`src/rtl/chop_pkg.sv`:
```
// Shared types for the chopping regulator.
package chop_pkg;
    // Which half of the winding pair conducts.
    typedef enum logic {
        PH_POS = 1'b0,
        PH_NEG = 1'b1
    } phase_e;
endpackage

```
`src/rtl/chop_period_gen.sv`:
```
// Period divider: counts system clocks and emits a one-clock start marker
// every DIV clocks. Assumes DIV >= 2. Held at count zero while disabled, so
// a new period begins in the first enabled clock.
module chop_period_gen #(
    parameter int unsigned DIV = 18
) (
    input  logic clk,
    input  logic rst_n,
    input  logic en,
    output logic set_pulse
);
    localparam int unsigned CW = (DIV > 1) ? $clog2(DIV) : 1;
    localparam logic [CW-1:0] LAST = CW'(DIV - 1);

    logic [CW-1:0] cnt;

    // Free-running modulo-DIV counter, parked at zero when disabled.
    always_ff @(posedge clk) begin
        if (!rst_n || !en) begin
            cnt <= '0;
        end else if (cnt == LAST) begin
            cnt <= '0;
        end else begin
            cnt <= cnt + 1'b1;
        end
    end

    assign set_pulse = en && (cnt == '0);

    AST_CNT_RANGE: assert property (@(posedge clk) disable iff (!rst_n)
        cnt <= LAST);
    AST_SET_SINGLE: assert property (@(posedge clk) disable iff (!rst_n)
        set_pulse |=> !set_pulse);
endmodule

```
`src/rtl/chop_latch.sv`:
```
// On-latch with leading-edge blanking. A start marker sets the latch and
// loads the blanking counter. The trip input is ignored while the counter
// runs and clears the latch afterwards. Assumes the trip input is already
// synchronous to clk. At most one on-interval per period.
module chop_latch #(
    parameter int unsigned BLANK = 2
) (
    input  logic clk,
    input  logic rst_n,
    input  logic en,
    input  logic set_pulse,
    input  logic trip,
    output logic on_q
);
    localparam int unsigned BW = (BLANK > 0) ? $clog2(BLANK + 1) : 1;

    logic [BW-1:0] bcnt;

    // Set on the marker, count down blanking, then honour the trip.
    always_ff @(posedge clk) begin
        if (!rst_n || !en) begin
            on_q <= 1'b0;
            bcnt <= '0;
        end else if (set_pulse) begin
            on_q <= 1'b1;
            bcnt <= BW'(BLANK);
        end else if (bcnt != '0) begin
            bcnt <= bcnt - 1'b1;
        end else if (trip) begin
            on_q <= 1'b0;
        end
    end

    AST_BLANK_HOLD: assert property (@(posedge clk) disable iff (!rst_n)
        (en && on_q && bcnt != '0) |=> on_q);
    AST_TRIP_OFF: assert property (@(posedge clk) disable iff (!rst_n)
        (en && on_q && bcnt == '0 && trip && !set_pulse) |=> !on_q);
    AST_STAY_OFF: assert property (@(posedge clk) disable iff (!rst_n)
        (!on_q && !set_pulse) |=> !on_q);
endmodule

```
`src/rtl/chop_deadband.sv`:
```
// Phase steering with dead interval. Tracks the selected half. On a change
// it blanks both gates for DEAD clocks before the new half may conduct.
// Assumes DEAD >= 1. Frozen while disabled, so selection changes made
// then take effect only after enable returns.
module chop_deadband
    import chop_pkg::*;
#(
    parameter int unsigned DEAD = 3
) (
    input  logic clk,
    input  logic rst_n,
    input  logic en,
    input  logic phase_sel,
    input  logic drive,
    output logic gate_pos,
    output logic gate_neg
);
    localparam int unsigned DW = (DEAD > 0) ? $clog2(DEAD + 1) : 1;

    phase_e        cur;
    logic [DW-1:0] dcnt;
    logic          live;

    // Follow the requested half and run the dead counter on each change.
    always_ff @(posedge clk) begin
        if (!rst_n) begin
            cur  <= PH_POS;
            dcnt <= '0;
        end else if (en) begin
            if (phase_e'(phase_sel) != cur) begin
                cur  <= phase_e'(phase_sel);
                dcnt <= DW'(DEAD);
            end else if (dcnt != '0) begin
                dcnt <= dcnt - 1'b1;
            end
        end
    end

    assign live     = en && drive && (dcnt == '0);
    assign gate_pos = live && (cur == PH_POS);
    assign gate_neg = live && (cur == PH_NEG);

    AST_NO_SWAP_P: assert property (@(posedge clk) disable iff (!rst_n)
        gate_pos |=> !gate_neg);
    AST_NO_SWAP_N: assert property (@(posedge clk) disable iff (!rst_n)
        gate_neg |=> !gate_pos);
    AST_DEAD_START: assert property (@(posedge clk) disable iff (!rst_n)
        (en && phase_sel != cur) |=> (!gate_pos && !gate_neg));
endmodule

```
`src/rtl/chop_pwm_top.sv`:
```
// Fixed-frequency chopping regulator for one winding pair: period divider,
// blanked on-latch and dead-interval steering. Assumes cur_trip is
// synchronous to clk and reset is held for at least one clock.
module chop_pwm_top #(
    parameter int unsigned DIV   = 18,
    parameter int unsigned BLANK = 2,
    parameter int unsigned DEAD  = 3
) (
    input  logic clk,
    input  logic rst_n,
    input  logic en,
    input  logic phase_sel,
    input  logic cur_trip,
    output logic period_start,
    output logic gate_pos,
    output logic gate_neg
);
    logic set_pulse;
    logic on_q;

    chop_period_gen #(.DIV(DIV)) u_period (
        .clk       (clk),
        .rst_n     (rst_n),
        .en        (en),
        .set_pulse (set_pulse)
    );

    chop_latch #(.BLANK(BLANK)) u_latch (
        .clk       (clk),
        .rst_n     (rst_n),
        .en        (en),
        .set_pulse (set_pulse),
        .trip      (cur_trip),
        .on_q      (on_q)
    );

    chop_deadband #(.DEAD(DEAD)) u_dead (
        .clk       (clk),
        .rst_n     (rst_n),
        .en        (en),
        .phase_sel (phase_sel),
        .drive     (on_q),
        .gate_pos  (gate_pos),
        .gate_neg  (gate_neg)
    );

    assign period_start = set_pulse;

    AST_EXCLUSIVE: assert property (@(posedge clk) disable iff (!rst_n)
        !(gate_pos && gate_neg));
    AST_EN_BLANKS: assert property (@(posedge clk) disable iff (!rst_n)
        !en |-> (!gate_pos && !gate_neg && !period_start));
    AST_RESET_OFF: assert property (@(posedge clk)
        !rst_n |=> (!gate_pos && !gate_neg));
endmodule

```
`config.mk`:
```
export PLATFORM = sky130hd
export DESIGN_NAME = chop_pwm_top
export DESIGN_NICKNAME = d
export VERILOG_FILES = /design/src/rtl/chop_pkg.sv /design/src/rtl/chop_period_gen.sv /design/src/rtl/chop_latch.sv /design/src/rtl/chop_deadband.sv /design/src/rtl/chop_pwm_top.sv
export SDC_FILE = /design/constraint.sdc
export NUM_CORES = 1
export LEC_CHECK = 0
export BUFFER_PORTS_ARGS = -buffer_cell sky130_fd_sc_hd__buf_2
export CORE_UTILIZATION = 37
export DETAILED_ROUTE_END_ITERATION = 8
export GPL_TIMING_DRIVEN = 0
export PLACE_DENSITY = 0.58
export SYNTH_ARGS = -nofsm -noshare
export SYNTH_HDL_FRONTEND = slang
export SYNTH_SLANG_ARGS = --single-unit
```
`constraint.sdc`:
```
create_clock -name clk -period 1.87 [get_ports clk]
set_input_delay 0.374 -clock clk [delete_from_list [all_inputs] [get_ports clk]]
set_output_delay 0.374 -clock clk [all_outputs]
set_load 0.005 [all_outputs]
```
Yosys cells after proc, flatten, opt, wreduce, memory -nomap -nowiden --
Index checks and enable logic that the tools add are counted.
Operators by class: $add $sub $neg 3, multiply operators 0, div/mod/pow operators 0, order comparisons 0, equality and inequality tests 3, shift operators 0, muxes and demuxes 7, bitwise logic cells 1, reduce and logical (&&, ||, !) cells 20
Operators with widths (count):
- 2-bit nonzero test | 5
- 2-bit 2-to-1 mux | 4
- 2-bit AND reduction | 3
- 5-bit by 1-bit adder with 5-bit output (second input constant) | 1
- 5-bit == test (second input constant) | 1
- 1-bit logical AND | 5
- 5-bit logical NOT | 1
- 2-bit OR reduction | 2
- 2-bit by 1-bit subtractor with 2-bit output (second input constant) | 2
- 1-bit 2-to-1 mux | 3
- 1-bit logical NOT | 2
- 2-bit logical NOT | 1
- 2-bit != test (second input constant) | 1
- 1-bit logical OR | 1
- 1-bit != test | 1
- 1-bit NOT | 1
Storage, ports and cells: bits in registers 11, latch bits 0, RAM bits 0, bits in read-only memories 0, input port bits 5, output and inout bits 3, memories kept 0

Depth between registers and ports, before layout --
word-level depth 4, mapped depth 5, gate-level depth less buffers 5

Hierarchy --
A second synthesis with hierarchy kept.
Unflattened totals: cells, all modules 53, area total of the unflattened synthesis 521.8 um^2
Modules (own cells, without submodules):
- chop_period_gen | instances 1, cells an instance 25, area each 244.0 um^2, sequential area each 100.1 um^2
- chop_deadband | instances 1, cells an instance 18, area each 166.4 um^2, sequential area each 60.1 um^2
- chop_latch | instances 1, cells an instance 10, area each 111.4 um^2, sequential area each 60.1 um^2

Worst setup path before layout --
Ideal clock, no wire load.
path type reg2out, start reg u_period.cnt[0], end out period_start, data arrival time 0.780 ns, slack 0.716 ns, cell stages (with the launch flop) 5, cells stage by stage dfxtp_1 > inv_1 > ha_1 > nand4b_2 > inv_1
On the way: word-level cells in the longest chain between the ends 2
Ends and longest elaborated chain:
- from (decl) | line chop_period_gen.sv:15 | logic [CW-1:0] cnt;
- from (signal assigned) | line chop_period_gen.sv:24 | cnt <= cnt + 1'b1;
- 5-bit logical NOT | line chop_period_gen.sv:28 | assign set_pulse = en && (cnt == '0);
- 1-bit logical AND | line chop_period_gen.sv:28
- to (decl) | line chop_pwm_top.sv:14 | output logic period_start,
Every way passes these cells.

Worst setup path in the final report --
Ends and elaborated chain as after synthesis.

==> key figures <==
Synth
  – Top-area cell type share of the netlist area: 42.7%
  – Cell taking the most area after synthesis: dfxtp_1
  – Synthesized cell area: around 520 sq um
  – Post-Syn Area per Cell: between 9 and 10 sq um
  – Mapped Cells: between 50 and 60
  – Ys flop type: dfxtp_1
  – #FFs+latches synth: 11
  – Asr flop ratio synth: 0%
  – Yosys warns: 0
  – Sequential area share after synthesis: between 40% and 50%
  – Largest cells by area after synthesis: dfxtp_1, ha_1, inv_1
  – Synth unique cells: 20
  – Number of synthesized flops with an enable pin: 0
  – Nets in the synthesized netlist: between 60 and 70

Drt
  – ANT nets after route: 0
  – # DRC: 0
  – DRT Wirelength: approximately 760 microns
  – Initial detailed-routing violation count: 10
  – Via count: 379
  – Vias per cell: around 4.8
  – DR pass1 iterations: 4
  – Wire per inst: roughly 9.6 microns

Clock tree
  – CTS resizes: 0
  – Worst skew pair latency: 0.26 ns
  – CTS tree: built
  – Worst-case clock buffer depth: 2
  – Root Driver: clkbuf_4
  – Post-CTS Setup Bufs: 0
  – Clk slew on worst S/H paths: 0.06 ns
  – Clock sinks: 11
  – H-Tree Level Count: 1
  – CTS Buf Count: 3
  – Hold_buf cts: 0

Critical path
  – Reg-to-reg setup timing slack: roughly 0.70 ns
  – Max stage delay on crit path: 0.41 ns
  – Data arrival, critical path: approximately 1.3 ns
  – Reg2reg end: u_latch.bcnt[0]$_SDFFE_PP0P_
  – Worst-path cell chain: inv_1 > ha_1 > nand4b_2 > inv_1 > buf_2
  – Critical Path RT: roughly 1.5 ns
  – Class of the most critical setup path: reg2out
  – Setup crit end kind: primary output
  – Crit-path max FO: 5
  – Most used cell, CP: inv_1
  – Reg-to-reg critical path startpoint: u_period.cnt[0]$_SDFF_PP0_
  – Startpoint types: flip-flop
  – Worst Reg-to-Reg Cells: 5
  – Cell family with most CP delay: flip-flops
  – Critical-path top delay cell: dfxtp_1
  – WP depth: 5
  – Worst Path Buf+Inv: 3

Placed design
  – DP Wirelength: between 500 and 600 microns
  – Gp weighted congestion: approximately 0.63
  – # port buffers: 6
  – Post-placement setup slack: ~0.52 ns
  – Post-placement cell count: 75

Power and ir drop
  – Leakage: 0.000267 uW
  – Pwr dens: 782 mW/mm^2
  – Switching power total: around 110 uW
  – Switch share: a little under a quarter
  – Peak supply drop: roughly 0.29 mV
  – Internal: between 300 and 400 uW
  – Clk network pwr share: between 30% and 40%
  – Proportion of power drawn by combinational gates: a little under an eighth
  – Power share of the sequential group: 54.7%
  – Tot Pwr: roughly 460 uW

STA
  – Setup violations, final: 0
  – Peak Freq: 616 MHz
  – Final WS setup: approximately 0.25 ns
  – Unrepaired setup endpoints after global routing: false
  – Least-Margin Pin Slew: approximately 0.27 ns
  – Layout Skew: 0.00557 ns
  – Period utilization: roughly 87%
  – Relative slew slack: between 80% and 90%
  – Final min period: roughly 1.6 ns
  – Final Hold Vio Count: 0
  – Setup TNS: 0 ns
  – Hold WS: approximately 0.38 ns
  – Slew Viols, Final: 0

Die
  – Initial Util: ~40%
  – Die area: approximately 0.0015 sq mm
  – Core Area: 0.00130 sq mm
  – Die width: between 30 and 40 microns
  – FP Rows: 13
  – Die Ht: 39.3 microns
  – Io pins: 8

Global routing
  – Total global routing overflow: 0
  – Largest net degree at the start of global routing: 8
  – Initial antenna violation count: 0
  – First-pass GRT wire length: roughly 1.2 mm
  – GRT Util Overall: a little under an eighth
  – Vias in the first global route: 290

Hold path
  – Worst hold path endpoint: u_dead.dcnt[0]$_SDFFE_PN0P_
  – Worst Hold Class: in2reg
  – Hold Crit Start: rst_n
  – Cells on Worst Hold Path: 2

Cells and area
  – Commonest non-fill, non-tap cell in the layout: dfxtp_1
  – Synth-to-layout area growth: 14.6%
  – Commonest non-fill, non-tap cells in the layout: dfxtp_1, nor2_1, inv_1
  – Layout cells sized above 1: 21.9%
  – Filler cells: 140
  – Diodes inserted: 0
  – Layout Nets: 74
  – Non-filler cells, final: just under 80

Job
  – Max-cap violations: 0

Outcome
  – Status: finished clean
==> kinds of logic (layout without fill, tap and decap cells) <==
group | count (synthesis) | in the layout | share of synthesized area [%]
mux | 1 | 1 | 1.94
buf+inv | 9 | 19 | 7.28
flops | 11 | 11 | 42.7
simple gates | 18 | 18 | 21.1
xor+xnor | 4 | 4 | 6.80
fa+ha+maj | 4 | 4 | 9.71
compound gates | 7 | 7 | 10.4
==> layer usage <==
| metal | GRT usage (%) | wire [microns] | share of wire, % | up-vias |
|---|---|---|---|---|
| met5 | 0 | 0 | 0 | - |
| met1 | 13.9 | 389 | 51 | 171 |
| met3 | 3.41 | 36 | 4.7 | 2 |
| li1 | - | - | - | 198 |
| met4 | 10.3 | 5 | 0.66 | 0 |
| met2 | 17.1 | 326 | 43 | 8 |
==> stage by stage <==
stage               utilization (%)  cell area (sq um)
floorplan                         -                515
global placement               43.4                564
detailed placement             43.4                564
CTS                            45.4                591
global route                   45.4                591
finish                         45.4                591
==> worst max path at each step <==
stage / from / to / slack (ns)
final: u_period.cnt[0]$_SDFF_PP0_ / period_start / 0.25
after global routing: u_period.cnt[0]$_SDFF_PP0_ / period_start / 0.12
after CTS: u_period.cnt[0]$_SDFF_PP0_ / period_start / 0.21
after detailed placement: u_period.cnt[0]$_SDFF_PP0_ / period_start / 0.52
after global placement: u_period.cnt[0]$_SDFF_PP0_ / period_start / 0.54
after floorplan: u_period.cnt[0]$_SDFF_PP0_ / period_start / 0.72
==> cell usage after synthesis (all sizes together), types with 2 or more instances <==
cell / count
ha: 4
xor2: 2
a21oi: 2
xnor2: 2
nor2: 8
nand2: 2
nand3: 3
nand4b: 3
inv: 8
o211a: 2
dfxtp: 11
==> power by group through the flow <==
stage	Clock (uW)	Combinational (uW)	Sequential, uW
final	156	53.6	252
after global routing	175	61.4	254
after CTS	167	54.5	252
after detailed placement	0	53.8	258
after global placement	0	53.1	258
after floorplan	0	40.4	256
==> area by class of cell <==
cell class	count	area, sq um	share of cell area (%)
plain buffers	1	7.51	1.27
flip-flops and latches	11	220	37.3
clock buffers	4	26.3	4.45
well taps	15	18.8	3.18
repair buffers	6	30.0	5.08
inverters	8	30.0	5.08
multi-input cells	34	258	43.6
==> flip-flops by register name, indices dropped and copies added, names as in the netlist <==
register and flops:
u_latch.on_q 1, u_latch.bcnt 2, u_dead.cur 1, u_period.cnt 5, u_dead.dcnt 2
No activity file was read; power rests on OpenSTA's default activity.
